===== src/rtl/secrtc_pkg.sv =====
package secrtc_pkg;
  localparam int DW = 32;
  localparam int CTRL_W = 8;
  localparam int STAT_W = 3;
  localparam int N_CMP = 2;

  localparam logic [7:0] OFS_UP   = 8'h00;
  localparam logic [7:0] OFS_DN   = 8'h04;
  localparam logic [7:0] OFS_CMP0 = 8'h08;
  localparam logic [7:0] OFS_CMP1 = 8'h0C;
  localparam logic [7:0] OFS_CTRL = 8'h10;
  localparam logic [7:0] OFS_STAT = 8'h14;
  localparam logic [7:0] OFS_MARK = 8'h18;
  localparam logic [7:0] OFS_RAM  = 8'h80;

  localparam int CB_EN0   = 0;
  localparam int CB_EN1   = 1;
  localparam int CB_SW0   = 2;
  localparam int CB_SW1   = 3;
  localparam int CB_SRST  = 4;
  localparam int CB_FRZ   = 6;
  localparam int CB_FORCE = 7;
  localparam logic [CTRL_W-1:0] CTRL_MASK = 8'hDF;

  localparam int SB_SW = 2;

  typedef struct packed {
    logic up;
    logic dn;
    logic cmp0;
    logic cmp1;
    logic ctrl;
    logic stat;
    logic mark;
    logic ram;
  } sel_t;
endpackage


===== src/rtl/secrtc_decode.sv =====
module secrtc_decode
  import secrtc_pkg::*;
#(
  parameter int ADDR_W = 8,
  parameter int WORDS  = 32,
  parameter int IDX_W  = $clog2(WORDS)
) (
  input  logic [ADDR_W-1:0] addr,
  output sel_t              sel,
  output logic [IDX_W-1:0]  idx
);
  localparam int RAM_LO = int'(OFS_RAM);
  localparam int RAM_HI = RAM_LO + 4 * WORDS;

  logic [ADDR_W-1:0] ram_ofs;

  always_comb begin
    sel     = '0;
    ram_ofs = addr - ADDR_W'(OFS_RAM);
    idx     = IDX_W'(ram_ofs >> 2);
    if (addr[1:0] == 2'b00) begin
      if (addr == ADDR_W'(OFS_UP))        sel.up   = 1'b1;
      else if (addr == ADDR_W'(OFS_DN))   sel.dn   = 1'b1;
      else if (addr == ADDR_W'(OFS_CMP0)) sel.cmp0 = 1'b1;
      else if (addr == ADDR_W'(OFS_CMP1)) sel.cmp1 = 1'b1;
      else if (addr == ADDR_W'(OFS_CTRL)) sel.ctrl = 1'b1;
      else if (addr == ADDR_W'(OFS_STAT)) sel.stat = 1'b1;
      else if (addr == ADDR_W'(OFS_MARK)) sel.mark = 1'b1;
      else if (int'(addr) >= RAM_LO && int'(addr) < RAM_HI) sel.ram = 1'b1;
    end
  end
endmodule


===== src/rtl/secrtc_counter.sv =====
module secrtc_counter #(
  parameter int DW = 32
) (
  input  logic          clk,
  input  logic          rst_n,
  input  logic          tick,
  input  logic          frz,
  input  logic          srst,
  input  logic          ld_up,
  input  logic          ld_dn,
  input  logic [DW-1:0] wdata,
  output logic [DW-1:0] up,
  output logic [DW-1:0] dn
);
  logic [DW-1:0] up_q, up_d, dn_q, dn_d;
  logic          cnt_en;

  assign cnt_en = srst | (frz & (ld_up | ld_dn)) | (~frz & tick);

  always_comb begin
    up_d = up_q;
    dn_d = dn_q;
    if (srst) begin
      up_d = '0;
      dn_d = '0;
    end else if (frz) begin
      if (ld_up) up_d = wdata;
      if (ld_dn) dn_d = wdata;
    end else if (tick) begin
      up_d = up_q + 1'b1;
      dn_d = dn_q - 1'b1;
    end
  end

  always_ff @(posedge clk or negedge rst_n) begin
    if (!rst_n) begin
      up_q <= '0;
      dn_q <= '0;
    end else if (cnt_en) begin
      up_q <= up_d;
      dn_q <= dn_d;
    end
  end

  assign up = up_q;
  assign dn = dn_q;
endmodule


===== src/rtl/secrtc_flag.sv =====
module secrtc_flag #(
  parameter int DW = 32
) (
  input  logic          clk,
  input  logic          rst_n,
  input  logic          en,
  input  logic          srst,
  input  logic          clr,
  input  logic [DW-1:0] cnt,
  input  logic [DW-1:0] cmp,
  output logic          flag
);
  logic flag_q, flag_d, hit;

  assign hit = en & (cnt == cmp);

  always_comb begin
    flag_d = flag_q;
    if (srst)      flag_d = 1'b0;
    else if (clr)  flag_d = 1'b0;
    else if (hit)  flag_d = 1'b1;
  end

  always_ff @(posedge clk or negedge rst_n) begin
    if (!rst_n) flag_q <= 1'b0;
    else        flag_q <= flag_d;
  end

  assign flag = flag_q;
endmodule


===== src/rtl/secrtc_scratch.sv =====
module secrtc_scratch #(
  parameter int DW    = 32,
  parameter int WORDS = 32,
  parameter int IDX_W = $clog2(WORDS)
) (
  input  logic             clk,
  input  logic             rst_n,
  input  logic             we,
  input  logic [IDX_W-1:0] idx,
  input  logic [DW-1:0]    wdata,
  output logic [DW-1:0]    rdata
);
  logic [DW-1:0] mem_q [WORDS];

  for (genvar w = 0; w < WORDS; w++) begin : g_word
    logic word_en;
    assign word_en = we & (idx == IDX_W'(w));
    always_ff @(posedge clk or negedge rst_n) begin
      if (!rst_n)       mem_q[w] <= '0;
      else if (word_en) mem_q[w] <= wdata;
    end
  end

  assign rdata = mem_q[idx];
endmodule


===== src/rtl/secrtc_core.sv =====
module secrtc_core
  import secrtc_pkg::*;
#(
  parameter int ADDR_W        = 8,
  parameter int SCRATCH_WORDS = 32
) (
  input  logic              clk,
  input  logic              rst_n,
  input  logic              tick,
  input  logic              bus_en,
  input  logic              bus_we,
  input  logic [ADDR_W-1:0] bus_addr,
  input  logic [DW-1:0]     bus_wdata,
  output logic [DW-1:0]     bus_rdata,
  output logic              irq,
  output logic              onsw
);
  localparam int IDX_W = $clog2(SCRATCH_WORDS);

  logic [1:0] rst_sync_q;
  logic       rst_s_n;

  always_ff @(posedge clk or negedge rst_n) begin
    if (!rst_n) rst_sync_q <= 2'b00;
    else        rst_sync_q <= {rst_sync_q[0], 1'b1};
  end
  assign rst_s_n = rst_sync_q[1];

  sel_t             sel;
  logic [IDX_W-1:0] ram_idx;
  logic             wr;

  secrtc_decode #(.ADDR_W(ADDR_W), .WORDS(SCRATCH_WORDS), .IDX_W(IDX_W)) u_dec (
    .addr (bus_addr),
    .sel  (sel),
    .idx  (ram_idx)
  );

  assign wr = bus_en & bus_we;

  logic [CTRL_W-1:0] ctrl_q, ctrl_d;
  logic              ctrl_en, frz, srst;

  assign frz  = ctrl_q[CB_FRZ];
  assign srst = ctrl_q[CB_SRST];

  always_comb begin
    ctrl_en = 1'b0;
    ctrl_d  = ctrl_q;
    if (wr & sel.ctrl) begin
      ctrl_en = 1'b1;
      ctrl_d  = bus_wdata[CTRL_W-1:0] & CTRL_MASK;
    end else if (srst) begin
      ctrl_en = 1'b1;
      ctrl_d  = ctrl_q & (CTRL_W'(1) << CB_SRST);
    end
  end

  always_ff @(posedge clk or negedge rst_s_n) begin
    if (!rst_s_n)     ctrl_q <= '0;
    else if (ctrl_en) ctrl_q <= ctrl_d;
  end

  logic [DW-1:0] up, dn;
  logic          ld_up, ld_dn, ld_any;

  assign ld_up  = wr & sel.up;
  assign ld_dn  = wr & sel.dn;
  assign ld_any = ld_up | ld_dn;

  secrtc_counter #(.DW(DW)) u_cnt (
    .clk   (clk),
    .rst_n (rst_s_n),
    .tick  (tick),
    .frz   (frz),
    .srst  (srst),
    .ld_up (ld_up),
    .ld_dn (ld_dn),
    .wdata (bus_wdata),
    .up    (up),
    .dn    (dn)
  );

  logic [DW-1:0]    cmp_q [N_CMP];
  logic [N_CMP-1:0] cmp_wr, en_vec, flag_vec, flag_clr;

  assign cmp_wr[0] = wr & sel.cmp0;
  assign cmp_wr[1] = wr & sel.cmp1;

  for (genvar k = 0; k < N_CMP; k++) begin : g_cmp
    always_ff @(posedge clk or negedge rst_s_n) begin
      if (!rst_s_n)      cmp_q[k] <= '0;
      else if (cmp_wr[k]) cmp_q[k] <= bus_wdata;
    end

    assign en_vec[k]   = ctrl_q[CB_EN0 + k];
    assign flag_clr[k] = wr & sel.stat & bus_wdata[k];

    secrtc_flag #(.DW(DW)) u_flag (
      .clk   (clk),
      .rst_n (rst_s_n),
      .en    (en_vec[k]),
      .srst  (srst),
      .clr   (flag_clr[k]),
      .cnt   (up),
      .cmp   (cmp_q[k]),
      .flag  (flag_vec[k])
    );
  end

  logic onsw_q, sw_flag_q, sw_flag_d, sw_rise;

  assign onsw = ctrl_q[CB_FORCE]
              | (flag_vec[0] & ctrl_q[CB_SW0])
              | (flag_vec[1] & ctrl_q[CB_SW1]);
  assign sw_rise = onsw & ~onsw_q;

  always_comb begin
    sw_flag_d = sw_flag_q;
    if (srst)                                   sw_flag_d = 1'b0;
    else if (sw_rise)                           sw_flag_d = 1'b1;
    else if (wr & sel.stat & bus_wdata[SB_SW])  sw_flag_d = 1'b0;
  end

  always_ff @(posedge clk or negedge rst_s_n) begin
    if (!rst_s_n) begin
      onsw_q    <= 1'b0;
      sw_flag_q <= 1'b0;
    end else begin
      onsw_q    <= onsw;
      sw_flag_q <= sw_flag_d;
    end
  end

  logic [STAT_W-1:0] stat_vec;
  assign stat_vec = {sw_flag_q, flag_vec};
  assign irq      = |(flag_vec & en_vec);

  logic [DW-1:0] mark_q;
  logic          mark_wr;
  assign mark_wr = wr & sel.mark;

  always_ff @(posedge clk or negedge rst_s_n) begin
    if (!rst_s_n)    mark_q <= '0;
    else if (mark_wr) mark_q <= bus_wdata;
  end

  logic [DW-1:0] ram_rdata;

  secrtc_scratch #(.DW(DW), .WORDS(SCRATCH_WORDS), .IDX_W(IDX_W)) u_ram (
    .clk   (clk),
    .rst_n (rst_s_n),
    .we    (wr & sel.ram),
    .idx   (ram_idx),
    .wdata (bus_wdata),
    .rdata (ram_rdata)
  );

  always_comb begin
    bus_rdata = '0;
    if (sel.up)        bus_rdata = up;
    else if (sel.dn)   bus_rdata = dn;
    else if (sel.cmp0) bus_rdata = cmp_q[0];
    else if (sel.cmp1) bus_rdata = cmp_q[1];
    else if (sel.ctrl) bus_rdata = DW'(ctrl_q);
    else if (sel.stat) bus_rdata = DW'(stat_vec);
    else if (sel.mark) bus_rdata = mark_q;
    else if (sel.ram)  bus_rdata = ram_rdata;
  end
endmodule


===== config.mk =====
export PLATFORM = sky130hd
export DESIGN_NAME = secrtc_core
export DESIGN_NICKNAME = d
export VERILOG_FILES = /design/src/rtl/secrtc_pkg.sv /design/src/rtl/secrtc_decode.sv /design/src/rtl/secrtc_counter.sv /design/src/rtl/secrtc_flag.sv /design/src/rtl/secrtc_scratch.sv /design/src/rtl/secrtc_core.sv
export SDC_FILE = /design/constraint.sdc
export NUM_CORES = 2
export LEC_CHECK = 0
export BUFFER_PORTS_ARGS = -buffer_cell sky130_fd_sc_hd__clkbuf_2
export CORE_MARGIN = 1
export CORE_UTILIZATION = 59
export CTS_BUF_LIST = sky130_fd_sc_hd__clkbuf_8
export DETAILED_ROUTE_END_ITERATION = 7
export GPL_ROUTABILITY_DRIVEN = 0
export PLACE_DENSITY = 0.78
export SETUP_SLACK_MARGIN = 0.02
export SYNTH_ARGS = -nofsm -noshare
export SYNTH_HDL_FRONTEND = slang
export SYNTH_SLANG_ARGS = --single-unit

===== constraint.sdc =====
create_clock -name clk -period 34.3 [get_ports clk]
set_input_delay 0 -clock clk [delete_from_list [all_inputs] [get_ports clk]]
set_output_delay 0 -clock clk [all_outputs]
set_load 0.01 [all_outputs]

==> impl_metrics.json <==
{
  "cpMostUsedCell": "a211oi_1",
  "yosysMostFrequentCell": "dfrtp_1",
  "drive_gt1_frac": 0.4235,
  "syn_area_per_cell_um2": 13.65,
  "min_period_ps": 4149,
  "hold_slack_ps": 47.08,
  "dp_slack_ps": 30080,
  "synth_cells": 4171,
  "relSlewSlack": 0.1463,
  "synth_area_mm2": 0.05692,
  "yosysWarnings": 0,
  "num_rows": 113,
  "synth.area.top_cells": "dfrtp_1 53%, mux2_2 21%, mux4_2 9.3%",
  "drt_iter0_drc": 4795,
  "area_delta_synth_final_pct": 9.788,
  "total_power_mw": 3.102,
  "drt_wl_total_mm": 166.5,
  "ant_nets": 0,
  "cp-start-kind": "input port",
  "grt_pass1_vias": 38250,
  "rsz0062_at_grt": "false",
  "clock_latency_ps": 880,
  "ys_seq_elements": 1197,
  "hp-class": "in2reg",
  "cpMaxStageDelayCell": "buf_4",
  "synth-async-reset-ratio": 1.000,
  "critPathArrivalTime_ps": 4150,
  "crit_chain": "buf_8, buf_4, buf_4, mux4_2, nor2b_1, a211oi_1, nor4_1, a211oi_1, a211oi_1, clkbuf_2",
  "yosysTopAreaCell": "dfrtp_1",
  "start_util": 0.5973,
  "setup_viol": 0,
  "fmax_ghz": 0.2410,
  "clock_sinks": 1197,
  "wl_per_cell_um": 29.85,
  "die_x_um": 312.6,
  "fp.dieH_um": 312.6,
  "antenna_found_initial": 9,
  "finalHoldViolations": 0,
  "synth.distinct_cells": 82,
  "synthTopCellsByCount": "1197 x dfrtp_1, 1047 x mux2_2, 236 x mux4_2, 225 x clkbuf_1, 211 x o21ai_0",
  "core_area_mm2": 0.09529,
  "drv_cap": 0,
  "clock-root-buffer": "clkbuf_8",
  "power.leakage_nw": 30.27,
  "h-tree-depth": 4,
  "synth_top_area_frac": 0.5262,
  "cts.path.max_buffers": 3,
  "cts_tree": "done",
  "setup_ws_ps": 30150,
  "period_share": 0.1210,
  "cts_buffers": 192,
  "crit_required_ps": 34300,
  "setup_tns_ps": 0,
  "post-route-util": 0.6558,
  "vias": 37900,
  "synth_edf_count": 0,
  "num-nets-final": 4198,
  "io_buffers": 78,
  "critPathKind": "in2out",
  "endpoint_kind": "output port",
  "vdd_ir_drop_max_v": 0.00002904,
  "route.detailed.drc": 0,
  "dp_hpwl_mm": 96.65,
  "die_area_mm2": 0.09773,
  "firstDrtPassIters": 6,
  "grt-ovfl-total": 0,
  "grt_usage": 0.3455,
  "yosysSeqAreaShare": 0.5262,
  "ios": 79,
  "fin_skew_ps": 35.58,
  "syn-num-nets": 4218,
  "vias_per_cell": 6.795,
  "worst_slew_pin_slew_ps": 1281,
  "path_max_fanout": 70,
  "powerDensity_mw_per_mm2": 49.64,
  "ys.flop_type": "dfrtp_1",
  "run_status": "finished clean",
  "finalMaxSlewViolations": 0,
  "clk_pin_slew_ps": 60,
  "slowest_delay_ps": 810,
  "grt_max_degree": 168,
  "grt_pass1_wl_mm": 249.0
}
cell families after synthesis:
| group | Yosys count | synth area share |
|---|---|---|
| buffers and inverters | 436 | 0.03308 |
| flip-flops | 1197 | 0.5262 |
| multiplexers | 1391 | 0.3217 |
| adder cells (fa/ha/maj) | 2 | 0.0004395 |
| other | 1 | 0.00006588 |
| XOR/XNOR | 64 | 0.009847 |
| AO/OA/AOI/OAI | 570 | 0.06377 |
| AND/OR/NAND/NOR | 510 | 0.04488 |
layout by cell type, fill, tap and decap left out, drive strengths merged, types with 6 or more instances in the layout:
cell type and count:
dfrtp 1197, mux2 1082, clkbuf 322, mux4 236, o21ai 214, nand2 187
buf 92, a21oi 85, inv 82, nor2 77, mux2i 73, o22ai 63
xor2 62, a22oi 40, dlygate4sd3 40, nor4 40, nor3 40, nand3 38
nor2b 32, a211oi 30, nand2b 28, clkinv 26, a221oi 19, a211o 19
o221ai 14, and3 13, and2 12, nand4 12, a31oi 10, a222oi 10
bufinv 8, nand3b 7, a32oi 7, or2 7, diode 6, o211ai 6
where the power goes:
group | switching (mW) | internal (mW)
Sequential | 0.0643 | 1.47
Clock | 0.583 | 0.707
Combinational | 0.172 | 0.107
flip-flops by register name, indices dropped and copies added, names as in the netlist:
| register | cells |
|---|---|
| rst_sync_q | 2 |
| sw_flag_q | 1 |
| mark_q | 32 |
| cmp_q | 64 |
| u_cnt.up | 32 |
| u_cnt.dn | 32 |
| g_cmp.u_flag.flag | 2 |
| u_ram.mem_q | 1024 |
| ctrl_q | 7 |
| onsw_q | 1 |
layer usage:
metal,GRT usage,wire (um),part of all wire
met2,0.5030,73920,0.44
met1,0.4862,66160,0.40
met5,0,81,0.00049
met3,0.09329,18450,0.11
met4,0.1642,7880,0.047
worst max-delay path: cells and delay by family:
kind	cells	cell delay (ps)
buffers and inverters	4	2320
and+or+nand+nor	2	700
muxes	1	350
AOI/OAI and AO/OA	3	630
area by class of cell:
cell class / count / area, um2
repair buffers: 207 / 1531
flip-flops and latches: 1197 / 29960
clock buffers: 247 / 3400
inverters: 15 / 56.30
multi-input cells: 2538 / 25270
diodes: 6 / 15.01
clock inverters: 103 / 683.2
fillers: 6728 / 32800
well taps: 1265 / 1583
through the flow:
stage | instance area [um2] | cells
floorplan | 56920 | 4171
global placement | 58000 | 5182
detailed placement | 58000 | 5182
CTS | 62480 | 5572
global route | 62490 | 5577
finish | 62490 | 5578
worst paths after layout:
| check | start | to | slack, ps | depth (start not counted) |
|---|---|---|---|---|
| max | bus_addr[2] | bus_rdata[20] | 30150 | 10 |
| min | bus_wdata[11] | u_cnt.up[11] | 50 | 3 |
| max reg2reg | rst_sync_q[1] | u_ram.mem_q[963] | 30440 | 4 |
| min reg2reg | rst_sync_q[0] | rst_sync_q[1] | 350 | 0 |
| max in group asynchronous | rst_sync_q[1] | u_ram.mem_q[963] | 30440 | 4 |
| min in group asynchronous | rst_sync_q[1] | u_ram.mem_q[247] | 410 | 0 |
what timing repair did:
item,CTS,global route
hold endpoints to repair,609,0
resized for setup,0,0
setup buffers,0,0
hold buffers,40,0
(Power assumes the default switching activity.)
